File: src/rtl/vol_pkg.sv
package vol_pkg;
    localparam int LVL_W         = 11;
    localparam int MUTE_LVL      = 1024;
    localparam int STEPS_PER_OCT = 48;
    localparam int GAIN_W        = 16;
    localparam int GAIN_FRAC     = 15;
    localparam int SH_W          = 5;
    localparam int FR_W          = 6;
    localparam int STEP_MULT     = 32300;   // 10^(-1/160) in Q15

    typedef logic [LVL_W-1:0] lvl_t;

    typedef enum logic [1:0] {
        CHG_IMMEDIATE = 2'b00,
        CHG_ZERO_X    = 2'b01,
        CHG_RAMP      = 2'b10,
        CHG_RAMP_ZX   = 2'b11
    } chg_mode_e;

    typedef struct packed {
        logic [SH_W-1:0] shift;
        logic [FR_W-1:0] frac;
    } gain_idx_t;

    function automatic logic [STEPS_PER_OCT*GAIN_W-1:0] build_gain_tab();
        logic [STEPS_PER_OCT*GAIN_W-1:0] tab;
        logic [31:0] g;
        tab = '0;
        g   = 32'd32768;
        for (int k = 0; k < STEPS_PER_OCT; k++) begin
            tab[k*GAIN_W +: GAIN_W] = g[GAIN_W-1:0];
            g = (g * STEP_MULT + 32'd16384) >> GAIN_FRAC;
        end
        return tab;
    endfunction

    function automatic lvl_t target_level(input logic [7:0] code, input logic mute);
        return mute ? lvl_t'(MUTE_LVL) : lvl_t'({code, 2'b00});
    endfunction
endpackage

File: src/rtl/vol_zc_detect.sv
module vol_zc_detect
    import vol_pkg::*;
#(
    parameter int W = 24
) (
    input  logic                clk,
    input  logic                rst,
    input  logic                tick,
    input  logic signed [W-1:0] smp,
    output logic                zc
);
    logic prev_neg;

    always_comb begin
        zc = (smp == '0) || (smp[W-1] != prev_neg);
    end

    always_ff @(posedge clk) begin
        if (rst) begin
            prev_neg <= 1'b0;
        end else if (tick) begin
            prev_neg <= smp[W-1];
        end
    end
endmodule

File: src/rtl/vol_step_ctrl.sv
module vol_step_ctrl
    import vol_pkg::*;
#(
    parameter int TMO = 512
) (
    input  logic      clk,
    input  logic      rst,
    input  logic      tick,
    input  logic      zc,
    input  chg_mode_e mode,
    input  lvl_t      tgt,
    output lvl_t      lvl,
    output lvl_t      lvl_nxt
);
    localparam int CNT_W = $clog2(TMO);

    logic [CNT_W-1:0] wait_cnt;
    logic pending, tmo_hit, gate, zx_mode;
    lvl_t one_step;

    always_comb begin
        pending = (lvl != tgt);
        tmo_hit = (wait_cnt == CNT_W'(TMO - 1));
        gate    = zc || tmo_hit;
        zx_mode = (mode == CHG_ZERO_X) || (mode == CHG_RAMP_ZX);
        if (tgt > lvl)      one_step = lvl + lvl_t'(1);
        else if (tgt < lvl) one_step = lvl - lvl_t'(1);
        else                one_step = lvl;
        unique case (mode)
            CHG_IMMEDIATE: lvl_nxt = tgt;
            CHG_ZERO_X:    lvl_nxt = gate ? tgt : lvl;
            CHG_RAMP:      lvl_nxt = one_step;
            CHG_RAMP_ZX:   lvl_nxt = gate ? one_step : lvl;
            default:       lvl_nxt = lvl;
        endcase
    end

    always_ff @(posedge clk) begin
        if (rst) begin
            lvl      <= lvl_t'(MUTE_LVL);
            wait_cnt <= '0;
        end else if (tick) begin
            lvl <= lvl_nxt;
            if (!pending || !zx_mode || gate) wait_cnt <= '0;
            else                             wait_cnt <= wait_cnt + CNT_W'(1);
        end
    end
endmodule

File: src/rtl/vol_gain.sv
module vol_gain
    import vol_pkg::*;
#(
    parameter int W = 24
) (
    input  lvl_t                lvl,
    input  logic signed [W-1:0] smp,
    output logic signed [W-1:0] y
);
    localparam int PW = W + GAIN_W + 1;
    localparam logic [STEPS_PER_OCT*GAIN_W-1:0] GTAB = build_gain_tab();

    gain_idx_t              idx;
    logic [GAIN_W-1:0]      g;
    logic [5:0]             sh_amt;
    logic signed [PW-1:0]   prod;
    logic signed [PW-1:0]   scaled;

    always_comb begin
        idx.shift = SH_W'(lvl / lvl_t'(STEPS_PER_OCT));
        idx.frac  = FR_W'(lvl - lvl_t'(idx.shift * STEPS_PER_OCT));
        g         = GTAB[idx.frac * GAIN_W +: GAIN_W];
        sh_amt    = 6'(GAIN_FRAC) + 6'(idx.shift);
        prod      = PW'(smp) * PW'($signed({1'b0, g}));
        scaled    = prod >>> sh_amt;
        y         = (lvl >= lvl_t'(MUTE_LVL)) ? '0 : scaled[W-1:0];
    end
endmodule

File: src/rtl/vol_ramp_ctl.sv
module vol_ramp_ctl
    import vol_pkg::*;
#(
    parameter int SMP_W      = 24,
    parameter int ZC_TIMEOUT = 512
) (
    input  logic                    clk,
    input  logic                    rst,
    input  logic [7:0]              atten_code,
    input  logic                    mute_req,
    input  logic [1:0]              chg_mode,
    input  logic                    smp_valid,
    input  logic signed [SMP_W-1:0] smp_in,
    output logic signed [SMP_W-1:0] smp_out,
    output logic                    smp_out_valid,
    output logic                    muted
);
    lvl_t tgt_lvl, cur_lvl, nxt_lvl;
    logic zc;
    logic signed [SMP_W-1:0] scaled;

    assign tgt_lvl = target_level(atten_code, mute_req);

    vol_zc_detect #(.W(SMP_W)) u_zc (
        .clk(clk), .rst(rst), .tick(smp_valid), .smp(smp_in), .zc(zc)
    );

    vol_step_ctrl #(.TMO(ZC_TIMEOUT)) u_step (
        .clk(clk), .rst(rst), .tick(smp_valid), .zc(zc),
        .mode(chg_mode_e'(chg_mode)), .tgt(tgt_lvl),
        .lvl(cur_lvl), .lvl_nxt(nxt_lvl)
    );

    vol_gain #(.W(SMP_W)) u_gain (
        .lvl(nxt_lvl), .smp(smp_in), .y(scaled)
    );

    always_ff @(posedge clk) begin
        if (rst) begin
            smp_out       <= '0;
            smp_out_valid <= 1'b0;
        end else begin
            smp_out_valid <= smp_valid;
            if (smp_valid) smp_out <= scaled;
        end
    end

    assign muted = (cur_lvl == lvl_t'(MUTE_LVL));
endmodule

File: config.mk
export PLATFORM = sky130hd
export DESIGN_NAME = vol_ramp_ctl
export DESIGN_NICKNAME = d
export VERILOG_FILES = /design/src/rtl/vol_pkg.sv /design/src/rtl/vol_zc_detect.sv /design/src/rtl/vol_step_ctrl.sv /design/src/rtl/vol_gain.sv /design/src/rtl/vol_ramp_ctl.sv
export SDC_FILE = /design/constraint.sdc
export NUM_CORES = 1
export LEC_CHECK = 0
export BUFFER_PORTS_ARGS = -buffer_cell sky130_fd_sc_hd__buf_4
export CORE_MARGIN = 2
export CORE_UTILIZATION = 51
export CTS_BUF_LIST = sky130_fd_sc_hd__clkbuf_8
export DETAILED_ROUTE_END_ITERATION = 16
export PLACE_DENSITY = 0.77
export RECOVER_POWER = 50
export SLEW_MARGIN = 20
export SYNTH_ARGS = -nofsm -noshare
export SYNTH_HDL_FRONTEND = slang
export SYNTH_SLANG_ARGS = --single-unit
File: constraint.sdc
create_clock -name clk -period 24.3 [get_ports clk]
set_clock_uncertainty 0.15 [all_clocks]
set_input_delay 2.43 -clock clk [delete_from_list [all_inputs] [get_ports clk]]
set_output_delay 2.43 -clock clk [all_outputs]
set_load 0.01 [all_outputs]
After elaboration in Yosys (flattened, before gate mapping)
Index checks and enable logic that the tools add are counted.

word-level totals
  register bits after elaboration = 46

operators by class
  add/sub/neg operators = 5
  multiply operators = 2
  div/mod/pow operators = 1
  order comparisons = 3
  equal/unequal tests = 7
  shift operators = 2
  multiplexer cells = 8
  reductions and logical operators = 9

operators by type and width
  cell                        count
  $shiftx 768x11->16 const A  1
  $mux 11                     5
  $pmux 11 s4                 1
  $mul 24x17->41              1
  $sshr 41x6->24              1
  $logic_not 24->1            1
  $mux 24                     1
  $add 11x1->11 const B       1
  $div 11x6->11 const B       1
  $eq 11x11->1 const B        1
  $ge 11x11->1 const B        1
  $gt 11x11->1                1
  $lt 11x11->1                1
  $ne 11x11->1                1
  $sub 11x1->11 const B       1
  $add 9x1->9 const B         1
  $eq 9x9->1 const B          1
  $mux 9                      1
  $add 4x5->6 const A         1
  $sub 6x6->6                 1
  $logic_or 1x1->1            5
  $mul 5x2->2 const B         1
  $eq 2x2->1 const B          2
  $eq 2x1->1 const B          1
  other kinds (3)             4

Depth between registers and ports, before layout
Gate-level depths: netlist of run 1.

  word-level depth = 13
  depth in mapped cells = 81
  gate-level depth less buffers = 69

Modules after synthesis
A second synthesis of run 1 with hierarchy kept.

second synthesis, totals
  cell total of the unflattened synthesis = 2646
  area total of the unflattened synthesis = 21695.8 µm²

by module, submodules not included
  module         instances  cells each  area each (µm²)  seq. area each (µm²)
  vol_gain       1          2265        18679.2          0.0
  vol_step_ctrl  1          275         1926.8           400.4
  vol_ramp_ctl   1          93          982.2            500.5
  vol_zc_detect  1          13          107.6            20.0

Worst setup path before layout of run 1
Ideal clock, no wire load.

  path kind = input to register
  start = in mute_req
  end = reg smp_out[9]
  setup time = 0.117 ns
  data arrival time = 19.033 ns
  data required time = 24.033 ns
  slack = 4.999 ns
  stages on the path = 77
  path buffers = 12
  cells stage by stage = buf_2 -> nor2b_1 -> ha_1 -> nand4_1 -> a2111o_1 -> nor4_1 -> nor2_1 -> clkbuf_1 -> and3_1 -> o21a_1 -> a211oi_1 -> inv_1 -> clkbuf_1 -> clkbuf_1 -> ha_1 -> nor2b_1 -> clkbuf_1 -> nand4_4 -> [... 41 more ...] -> nand2b_1 -> a21oi_1 -> o31ai_1 -> o41ai_1 -> nand4b_1 -> nand4_1 -> a31oi_1 -> nor2b_1 -> o21a_1 -> o41ai_1 -> o21bai_1 -> a21oi_1 -> xnor2_1 -> mux4_2 -> o221a_2 -> nor2_1 -> nand4b_1 -> a32o_1

between the ends
  longest elaborated chain between the ends = 13
  elaborated cells between the ends (all ways) = 17

RTL lines
  element               line                 text
  start, declared       vol_ramp_ctl.sv:10   input logic mute_req,
  $mux 11 (*)           vol_pkg.sv:38        return mute ? lvl_t'(MUTE_LVL) : lvl_t'({code, 2'b00});
  $lt 11x11->1          vol_step_ctrl.sv:27  else if (tgt < lvl) one_step = lvl - lvl_t'(1);
  $mux 11               vol_step_ctrl.sv:27
  $mux 11               vol_step_ctrl.sv:26  if (tgt > lvl) one_step = lvl + lvl_t'(1);
  $mux 11               vol_step_ctrl.sv:33  CHG_RAMP_ZX: lvl_nxt = gate ? one_step : lvl;
  $pmux 11 s4 (*)       vol_step_ctrl.sv:29  unique case (mode)
  $div 11x6->11         vol_gain.sv:20       idx.shift = SH_W'(lvl / lvl_t'(STEPS_PER_OCT));
  $mul 5x2->2           vol_gain.sv:21       idx.frac = FR_W'(lvl - lvl_t'(idx.shift * STEPS_PER_OCT));
  $sub 6x6->6           vol_gain.sv:21
  $shiftx 768x11->16    vol_gain.sv:22       g = GTAB[idx.frac * GAIN_W +: GAIN_W];
  $mul 24x17->41        vol_gain.sv:24       prod = PW'(smp) * PW'($signed({1'b0, g}));
  $sshr 41x6->24        vol_gain.sv:25       scaled = prod >>> sh_amt;
  $mux 24 (*)           vol_gain.sv:26       y = (lvl >= lvl_t'(MUTE_LVL)) ? '0 : scaled[W-1:0];
  end signal, assigned  vol_ramp_ctl.sv:44   if (smp_valid) smp_out <= scaled;
  end, declared         vol_ramp_ctl.sv:14   output logic signed [SMP_W-1:0] smp_out,

Every way passes the cells marked *; elsewhere a longest branch is shown, timed or not.
A chain may end at the register's enable or synchronous reset.

Final worst setup path of run 1
  start = in mute_req
  end = reg smp_out[17]

Same word-level chain as after synthesis.

==> results.md, run 1 <==
- Worst setup SP type: input pin
- CTS HTree Levels: 2
- RePlAce Congestion: 0.985
- Final Hold Fails: 0
- Pin count of the biggest net entering global routing: 57
- Die W: 210 um
- Post-CTS Setup Inserts: 0
- Layout cells sized above 1: 5.86%
- Outcome: finished clean
- Detailed-route vias per instance: 5.97
- Critical Path Max Stage Delay: 0.57 ns
- CP max-delay cell: a2111oi_4
- Relative slew margins: 7.02%
- Cell mode on critical path: fa_1
- Worst setup EP type: flip-flop
- Synthesized area per cell: 8.02 um2
- Seq/Total Area, Yosys: 4.26%
- Vias in the first global route: 20094
- GR Overflow Total: 0
- Row cnt: 75
- Main synth FF type: dfxtp_1
- Worst slew pin tran: 1.39 ns
- Clock sink count: 46
- WL/cell: 19.4 um
- Achievable frequency: 0.0465 GHz
- Worst Hold Class: reg2reg
- Slack of the critical path: 2.77 ns
- Inserted Clock Buffers: 5
- Number of synthesized flops with an enable pin: 0
- I/O pin total: 64
- Ant diodes: 0
- First DRT Iteration DRCs: 1735
- Yosys Warn Count: 0
- Post-Syn Area: 21600 um2
- GR Util met2: 50.9%
- Finished Cell Area: 22600 um2
- Post-synth net total: 3237
- DP HPWL: 49200 um
- Leading area contributor after synthesis: fa_1
- Initial Utilization: 51.6%
- Setup WS pre-CTS: 3.00 ns
- Clock latency on the worst-skew pair: 0.32 ns
- Placed cell areas: 22600 um2
- Vias: 19119
- Asr flop ratio synth: 0%
- Crit path DAT: 21.64 ns
- Pins Over Slew Limit: 0
- CP max FO: 39
- Top cells by area, synth: fa_1, inv_1, ha_1, nand2_1, dfxtp_1
- Met3 global-route usage: 3.37%
- #FFs+latches synth: 46
- Routed wire length: 62200 um
- FF-to-FF setup slack: 4.77 ns
- Layer with the highest usage: met2
- Drt pass-1 iters: 6
- Root Buffer: clkbuf_8
- All-Layer GR Usage: 29.0%
- Core area: 41900 um2
- Port bufs: 63
- Chip Height: 210 um
- Fin crit period: 21.53 ns
- Final setup violation count: 0
- Max-cap viol count: 0
- CTS tree: built
- DRC viols: 0
- Post-route ant nets: 0
- Setup TNS: 0 ns
- Initial antenna violation count: 0
- CTS max path bufs: 2
- First-pass GRT wire length: 103000 um
- Critical path class: in2reg
- Number of distinct library cells after synthesis: 97
- Synth-to-Final Area Change: 4.21%
- Die Footprint: 44100 um2
- Final worst-path cycle share: 88.6%
- Met1 GRT Util: 36.2%
- Post-synth top area share: 34.9%
- Cells after Synth: 2697
- Cells resized by post-CTS repair: 0
- CTS Hold Bufs: 0
- RSZ-0062 raised after global routing: false
- Nets: 3201
- Clk pin slew, worst setup/hold paths: 0.11 ns
- Req. time, crit path: 24.42 ns
## through the flow
step                hold slack, ns  utilization, %  cells
floorplan                    0.295               -   2697
global placement             0.280            53.8   3193
detailed placement           0.282            53.8   3193
CTS                          0.296            54.0   3200
global route                 0.329            53.8   3200
finish                       0.293            53.8   3200
## worst max-delay path: cells and delay by family
family | cells | cell delay (ns)
AND/OR/NAND/NOR | 21 | 4.50
buffers and inverters | 12 | 2.78
multiplexers | 2 | 0.91
XOR/XNOR | 4 | 0.74
adder cells (fa/ha/maj) | 10 | 4.23
AO/OA/AOI/OAI | 23 | 5.92
## Yosys cell counts, types with 9 or more instances
cell type,number
mux4_2,14
nand3_1,43
nor4_1,14
dfxtp_1,46
o22ai_1,12
nand4_1,14
and2_1,146
nor2_1,144
and3_1,19
xor2_1,20
o221ai_1,11
mux2_2,16
nor3_1,32
o21a_1,13
a21oi_1,102
a22oi_1,12
nand2_1,345
buf_1,9
ha_1,125
buf_2,16
fa_1,377
clkbuf_1,113
a211oi_1,26
xnor2_1,45
nand2b_1,15
o211ai_1,23
a21o_1,25
nor2b_1,63
o21ai_1,16
a31oi_1,17
inv_1,530
mux2i_1,48
o21ai_0,65
## kinds of logic (layout without fill, tap and decap cells)
group                      Yosys count  count (layout)  synth area share (%)
and+or+nand+nor                    886             886                  20.0
buffers and inverters              674             638                  11.9
adders and majority gates          502             502                  42.1
AOI/OAI and AO/OA                  441             441                  14.3
muxes                               82              82                  4.72
xor gates and xnor gates            66              66                  2.71
DFF                                 46              46                  4.26
## layout make-up
type	count	area (um2)
multi-input cells	1977	18200
clock buffers	5	68.8
flip-flops and latches	46	921
fillers	3864	19400
inverters	532	2000
well taps	539	674
clock inverters	2	15.0
repair buffers	99	638
## placed cells by master (no fill, tap or decap), drive strengths merged, types with 11 or more instances in the layout
cell / synthesis / layout
a211oi: 27 / 27
a21o: 25 / 25
a21oi: 102 / 102
a22oi: 12 / 12
a31oi: 18 / 18
and2: 146 / 146
and3: 19 / 19
buf: 29 / 71
clkbuf: 113 / 33
dfxtp: 46 / 46
fa: 377 / 377
ha: 125 / 125
inv: 531 / 531
mux2: 20 / 20
mux2i: 48 / 48
mux4: 14 / 14
nand2: 345 / 345
nand2b: 15 / 15
nand3: 43 / 43
nand4: 15 / 15
nor2: 145 / 145
nor2b: 63 / 63
nor3: 35 / 35
nor4: 17 / 17
o211ai: 25 / 25
o21a: 13 / 13
o21ai: 83 / 83
o221ai: 11 / 11
o22ai: 12 / 12
or2: 11 / 11
xnor2: 46 / 46
xor2: 20 / 20
## state kept, by name, indices dropped and copies added (netlist names)
register	cells
u_step.wait_cnt	9
u_step.lvl	11
smp_out_valid	1
smp_out	24
u_zc.prev_neg	1
## routing by layer
metal,part of all wire [%],vias to the layer above
li1,-,8570
met1,39,9499
met2,49,869
met3,7.3,181
met4,4.5,0
met5,0,-
## final timing paths
check / start / cells after the start / endpoint
hold reg to reg: smp_out[8]$_SDFFE_PP0P_ / 2 / smp_out[8]$_SDFFE_PP0P_
hold / removal: smp_out[8]$_SDFFE_PP0P_ / 2 / smp_out[8]$_SDFFE_PP0P_
setup / recovery: mute_req / 72 / smp_out[17]$_SDFFE_PP0P_
setup reg to reg: u_step.lvl[8]$_SDFFE_PP0P_ / 71 / smp_out[17]$_SDFFE_PP0P_
Power of run 1 is not shown: default switching activity piles up to over one toggle a cycle in this logic, so the estimate is an artifact.
==> run 2, diff against run 1 <==
--- a/config.mk
+++ b/config.mk
@@ -10,6 +10,7 @@
 export CORE_UTILIZATION = 51
 export CTS_BUF_LIST = sky130_fd_sc_hd__clkbuf_8
 export DETAILED_ROUTE_END_ITERATION = 16
+export GPL_TIMING_DRIVEN = 0
 export PLACE_DENSITY = 0.77
 export RECOVER_POWER = 50
 export SLEW_MARGIN = 20
==> constraint.sdc (replaced) <==
create_clock -name clk -period 24.3 [get_ports clk]
set_clock_uncertainty 0.15 [all_clocks]
set_input_delay 4.86 -clock clk [delete_from_list [all_inputs] [get_ports clk]]
set_output_delay 4.86 -clock clk [all_outputs]
set_load 0.01 [all_outputs]
==> results.md, run 2 (synthesis results as in run 1) <==
- Outcome: finished clean (unchanged)
- Nets: 3316 (was 3201)
- FF-to-FF setup slack: 5.00 ns (was 4.77 ns)
- Port bufs: 61 (was 63)
- Detailed-route vias per instance: 6.06 (was 5.97)
- Core area: 41900 um2 (unchanged)
- Critical R2R Capture: smp_out[17]$_SDFFE_PP0P_ (unchanged)
- Fill count: 3895 (was 3864)
- RePlAce Congestion: 0.987 (was 0.985)
- Relative slew margins: 22.9% (was 7.02%)
- Cell mode on critical path: clkbuf_2 (was fa_1)
- Clk pin slew, worst setup/hold paths: 0.11 ns (about the same)
- Initial Utilization: 51.6% (unchanged)
- Final setup violation count: 0 (unchanged)
- Drt pass-1 iters: 6 (unchanged)
- CTS HTree Levels: 2 (unchanged)
- Critical path class: in2reg (unchanged)
- Setup WS pre-CTS: -2.33 ns (was 3.00 ns)
- Biggest register: smp_out (unchanged)
- Worst setup EP type: flip-flop (unchanged)
- Setup TNS: 0 ns (unchanged)
- Pin count of the biggest net entering global routing: 15 (was 57)
- Critical Path Max Stage Delay: 0.62 ns (was 0.57 ns)
- Die W: 210 um (unchanged)
- Cells on Worst Hold Path: 2 (unchanged)
- Root Buffer: clkbuf_8 (unchanged)
- Crit path DAT: 23.55 ns (was 21.64 ns)
- All-Layer GR Usage: 33.9% (was 29.0%)
- Top Registers: smp_out x24, u_step.lvl x11, u_step.wait_cnt x9 (unchanged)
- DRC viols: 0 (unchanged)
- CP max FO: 11 (was 39)
- Post-route ant nets: 0 (unchanged)
- Req. time, crit path: 24.43 ns (was 24.42 ns)
- First-pass GRT wire length: 116000 um (was 103000 um)
- Layout cells sized above 1: 7.31% (was 5.86%)
- Die Footprint: 44100 um2 (unchanged)
- Worst setup SP type: input pin (unchanged)
- Routed wire length: 73200 um (was 62200 um)
- Number of cells on the worst reg-to-reg path: 75 (was 71)
- Vias in the first global route: 21272 (was 20094)
- Initial antenna violation count: 2 (was 0)
- Achievable frequency: 0.0427 GHz (was 0.0465 GHz)
- Max FFs per register: 24 (unchanged)
- Final Hold Fails: 0 (unchanged)
- Inserted Clock Buffers: 5 (unchanged)
- Pins Over Slew Limit: 0 (unchanged)
- Final worst-path cycle share: 96.4% (was 88.6%)
- First DRT Iteration DRCs: 2400 (was 1735)
- CTS tree: built (unchanged)
- GR Overflow Total: 0 (unchanged)
- Clock latency on the worst-skew pair: 0.35 ns (was 0.32 ns)
- Ant diodes: 0 (unchanged)
- Reg2reg start: u_step.wait_cnt[0]$_SDFFE_PP0P_ (was u_step.lvl[8]$_SDFFE_PP0P_)
- DP HPWL: 59400 um (was 49200 um)
- Synth-to-Final Area Change: 7.13% (was 4.21%)
- Clock sink count: 46 (unchanged)
- Chip Height: 210 um (unchanged)
- WHS Endpoint: smp_out[8]$_SDFFE_PP0P_ (unchanged)
- WL/cell: 22.1 um (was 19.4 um)
- Max-cap viol count: 0 (unchanged)
- Row cnt: 75 (unchanged)
- Commonest non-fill, non-tap cells in the layout: inv_1, fa_1, nand2_1 (unchanged)
- Worst Hold Class: reg2reg (unchanged)
- Worst slew pin tran: 1.15 ns (was 1.39 ns)
- Vias: 20091 (was 19119)
- I/O pin total: 64 (unchanged)
- CTS max path bufs: 2 (unchanged)
- Most common cell after layout, fill and taps aside: inv_1 (unchanged)
- Fin crit period: 23.42 ns (was 21.53 ns)
- Slack of the critical path: 0.880 ns (was 2.77 ns)
- Final core utilization: 55.3% (was 53.8%)
- Min-delay src: smp_out[8]$_SDFFE_PP0P_ (unchanged)
- CP max-delay cell: a31oi_1 (was a2111oi_4)
[run 2: cell count changes in the layout (fill, tap and decap cells not counted), sizes merged]
cell / previous run / this run
clkbuf: 33 / 143
buf: 71 / 76
clkinvlp: 2 / 1
bufinv: 0 / 1
inv: 531 / 532
[run 2: metrics by stage]
step                area [um2]  hold slack (ns)  std cells
floorplan                21600            0.295       2697
global placement         22800            0.280       3297
detailed placement       22800            0.290       3300
CTS                      23000            0.303       3310
global route             23200            0.334       3316
finish                   23200            0.298       3316
[run 2: timing repair]
action | CTS | global route
hold buffers | 0 | 0
setup buffers | 3 | 7
gates resized for setup | 39 | 69
endpoints found under the setup margin | 24 | 24
pin swaps | 2 | 8
[run 2: worst max-delay path: cells and delay by family]
kind	cells	cell delay (ns)
AOI/OAI and AO/OA	24	5.87
adders and majority gates	9	4.03
buffers and inverters	18	3.83
and+or+nand+nor	15	2.82
xor gates and xnor gates	5	1.12
muxes	2	0.95
[run 2: area by class of cell]
cell class              count  area (um2)  share of cell area (%)
flip-flops and latches     46         921                    3.97
clock buffers               5        68.8                   0.297
well taps                 539         674                    2.91
plain buffers             140         629                    2.71
inverters                 532        2000                    8.61
repair buffers             74         452                    1.95
clock inverters             3        41.3                   0.178
multi-input cells        1977       18400                    79.4
[run 2: worst max path at each step]
| stage | startpoint | to | slack (ns) | cells past startpoint |
|---|---|---|---|---|
| 4_1_cts | mute_req | smp_out[23]$_SDFFE_PP0P_ | 0.005 | 82 |
| 5_1_grt | mute_req | smp_out[17]$_SDFFE_PP0P_ | -0.04 | 77 |
| 2_1_floorplan | mute_req | smp_out[9]$_SDFFE_PP0P_ | 2.57 | 77 |
| 6_report | smp_in[23] | smp_out[17]$_SDFFE_PP0P_ | 0.88 | 73 |
| 3_3_place_gp | smp_in[23] | smp_out[23]$_SDFFE_PP0P_ | -2.80 | 74 |
| 3_5_place_dp | smp_in[23] | smp_out[23]$_SDFFE_PP0P_ | -2.33 | 76 |
[run 2: per-layer routing]
metal	wire [um]	share of wire [%]	global-route usage [%]
met1	27800	38	42.4
met2	34400	47	57.1
met3	6710	9.2	5.86
met5	0	0	0
met4	4250	5.8	16.9
Power of run 2 is left out for the same reason.
==> run 3, diff against run 2 <==
--- a/config.mk
+++ b/config.mk
@@ -16,4 +16,5 @@
 export SLEW_MARGIN = 20
 export SYNTH_ARGS = -nofsm -noshare
 export SYNTH_HDL_FRONTEND = slang
+export SYNTH_HIERARCHICAL = 1
 export SYNTH_SLANG_ARGS = --single-unit
==> constraint.sdc (replaced) <==
create_clock -name clk -period 24.3 [get_ports clk]
set_clock_uncertainty 0.15 [all_clocks]
set_input_delay 4.86 -clock clk [delete_from_list [all_inputs] [get_ports clk]]
set_output_delay 4.86 -clock clk [all_outputs]
set_load 0.1 [all_outputs]
==> results.md, run 3 <==
- Post-Syn Area: 21700 um2 (was 21600 um2)
- Synth-to-Final Area Change: 5.51% (was 7.13%)
- Worst Hold Class: reg2reg (unchanged)
- WL/cell: 20.7 um (was 22.1 um)
- Pins Over Slew Limit: 0 (unchanged)
- Finished Cell Area: 22900 um2 (was 23200 um2)
- Initial antenna violation count: 0 (was 2)
- Fin crit period: 23.33 ns (was 23.42 ns)
- Metal2 WL: 30900 um (was 34400 um)
- Synthesized area per cell: 8.20 um2 (was 8.02 um2)
- CTS max path bufs: 2 (unchanged)
- Number of synthesized flops with an enable pin: 0 (unchanged)
- Top Registers: smp_out x24, u_step/lvl x11, u_step/wait_cnt x9 (was smp_out x24, u_step.lvl x11, u_step.wait_cnt x9)
- Top cells by count, synth: inv_1, fa_1, nand2_1, and2_1, nor2_1 (unchanged)
- Commonest non-fill, non-tap cells in the layout: inv_1, fa_1, nand2_1 (unchanged)
- GR Overflow Total: 0 (unchanged)
- #FFs+latches synth: 46 (unchanged)
- RePlAce Congestion: 1.01 (was 0.987)
- Vias: 19295 (was 20091)
- Worst setup SP type: input pin (unchanged)
- Max FFs per register: 24 (unchanged)
- Post-route ant nets: 0 (unchanged)
- Clock latency on the worst-skew pair: 0.31 ns (was 0.35 ns)
- CTS tree: built (unchanged)
- Yosys Warn Count: 6 (was 0)
- Clock sink count: 46 (unchanged)
- Die W: 210 um (about the same)
- Die Footprint: 44200 um2 (was 44100 um2)
- Top Metal Used: met4 (unchanged)
- Max-cap viol count: 0 (unchanged)
- Final setup violation count: 0 (unchanged)
- Post-CTS Setup Inserts: 0 (was 3)
- Non-filler cells in the finished layout: 3258 (was 3316)
- Metal-1 WL: 27400 um (was 27800 um)
- Pin count of the biggest net entering global routing: 15 (unchanged)
- Clk pin slew, worst setup/hold paths: 0.09 ns (was 0.11 ns)
- DRC viols: 0 (unchanged)
- Reg area: 921 um2 (unchanged)
- Ant diodes: 0 (unchanged)
- Routed wire length: 67300 um (was 73200 um)
- Cells after Synth: 2646 (was 2697)
- Cells after DPL: 3250 (was 3300)
- Layout cells sized above 1: 5.52% (was 7.31%)
- Nets: 3261 (was 3316)
- Most common cell after layout, fill and taps aside: inv_1 (unchanged)
- Worst hold margin: 0.352 ns (was 0.298 ns)
- Reg2reg start: u_zc/prev_neg$_SDFFE_PP0P_ (was u_step.wait_cnt[0]$_SDFFE_PP0P_)
- First-pass GRT wire length: 109000 um (was 116000 um)
- Top-count cell post-synth: inv_1 (unchanged)
- Worst setup EP type: flip-flop (unchanged)
- Biggest register: smp_out (unchanged)
- DP HPWL: 55200 um (was 59400 um)
- I/O pin total: 64 (unchanged)
- Cell mode on critical path: clkbuf_1 (was clkbuf_2)
- Req. time, crit path: 24.40 ns (was 24.43 ns)
- Row cnt: 75 (unchanged)
- Asr flop ratio synth: 0% (unchanged)
- Final worst-path cycle share: 96.0% (was 96.4%)
- Achievable frequency: 0.0429 GHz (was 0.0427 GHz)
- Final Hold Fails: 0 (unchanged)
- Area of the multi-input gates: 18200 um2 (was 18400 um2)
- Chip Height: 210 um (about the same)
- Main synth FF type: dfxtp_1 (unchanged)
- Worst slew pin tran: 1.20 ns (was 1.15 ns)
- CP max FO: 11 (unchanged)
- First DRT Iteration DRCs: 1705 (was 2400)
- Relative slew margins: 19.3% (was 22.9%)
- Leading area contributor after synthesis: fa_1 (unchanged)
- Min-delay src: smp_out[8]$_SDFFE_PP0P_ (unchanged)
- Met3 Routed Length: 5860 um (was 6710 um)
- Detailed-route vias per instance: 5.92 (was 6.06)
- Post-synth top area share: 34.8% (was 34.9%)
- Fill count: 3874 (was 3895)
- Launching element of the worst setup path: smp_in[23] (unchanged)
- Placed cell areas: 22900 um2 (was 22800 um2)
- Root Buffer: clkbuf_8 (unchanged)
- Outcome: finished clean (unchanged)
- Vias in the first global route: 20069 (was 21272)
- Final core utilization: 54.6% (was 55.3%)
- Number of distinct library cells after synthesis: 88 (was 97)
- CTS HTree Levels: 2 (unchanged)
- Seq/Total Area, Yosys: 4.24% (was 4.26%)
- Critical path class: in2reg (unchanged)
- Port bufs: 62 (was 61)
- All-Layer GR Usage: 31.2% (was 33.9%)
- Initial Utilization: 51.7% (was 51.6%)
- Inserted Clock Buffers: 5 (unchanged)
- Critical Path Max Stage Delay: 0.62 ns (about the same)
- Crit path DAT: 23.42 ns (was 23.55 ns)
- CP max-delay cell: fa_1 (was a31oi_1)
- Core area: 41900 um2 (unchanged)
- Top cells by area, synth: fa_1, inv_1, ha_1, nand2_1, and2_1 (was fa_1, inv_1, ha_1, nand2_1, dfxtp_1)
- Drt pass-1 iters: 6 (unchanged)
run 3: cell types whose count changed after synthesis, sizes merged, moves of 8 or more:
cell    before  now
nor2       145  134
and3        19    8
inv        531  540
nand2      345  332
a211oi      27   17
mux4        14   36
nor2b       63   43
nor3        35   26
a21oi      102  114
a22oi       12    4
mux2i       48   83
run 3: layout make-up:
| type | instances | share of cell area, % |
|---|---|---|
| Clock buffer | 5 | 0.301 |
| Buffer | 143 | 2.77 |
| Inverter | 541 | 8.87 |
| Tap cell | 539 | 2.95 |
| Clock inverter | 3 | 0.180 |
| Multi-Input combinational cell | 1919 | 79.3 |
| Sequential cell | 46 | 4.02 |
| Timing Repair Buffer | 62 | 1.61 |
run 3: path summary, 6_finish.rpt:
check / cells past startpoint / end / slack, ns
max: 62 / smp_out[14]$_SDFFE_PP0P_ / 0.97
min: 2 / smp_out[8]$_SDFFE_PP0P_ / 0.35
max reg2reg: 59 / smp_out[14]$_SDFFE_PP0P_ / 5.49
min reg2reg: 2 / smp_out[8]$_SDFFE_PP0P_ / 0.35
run 3: cells by family (layout without fill, tap and decap cells):
group	after synthesis	after routing	share of synthesized area, %
AND/OR/NAND/NOR	824	824	18.4
multiplexers	133	133	8.31
other	1	4	0.0173
adder cells (fa/ha/maj)	505	505	42.2
AO/OA/AOI/OAI	387	387	11.9
XOR/XNOR	66	66	2.66
buffers and inverters	684	754	12.3
flip-flops	46	46	4.24
run 3: stage by stage:
step | TNS (ns) | setup slack [ns]
2_1_floorplan | 0 | 4.77
3_3_place_gp | 0 | 0.135
3_5_place_dp | 0 | 0.000714
4_1_cts | 0 | 0.251
5_1_grt | -0.226 | -0.0527
6_report | 0 | 0.974
run 3: worst max-delay path, delay by kind of cell:
family / cells / cell delay (ns)
xor gates and xnor gates: 3 / 0.89
muxes: 2 / 0.42
and+or+nand+nor: 14 / 3.10
buffers and inverters: 17 / 4.81
adders and majority gates: 9 / 4.21
AOI/OAI and AO/OA: 17 / 5.10
run 3: per-layer routing:
metal | vias to the layer above | GRT usage [%]
met3 | 203 | 4.89
met2 | 1031 | 51.2
met4 | 0 | 13.2
li1 | 8560 | -
met5 | - | 0
met1 | 9501 | 41.3
run 3: timing repair:
action | 4_1_cts | 5_1_grt
resized for setup | 0 | 16
hold buffers | 0 | 0
endpoints found under the setup margin | 0 | 24
Power of run 3 is left out for the same reason.
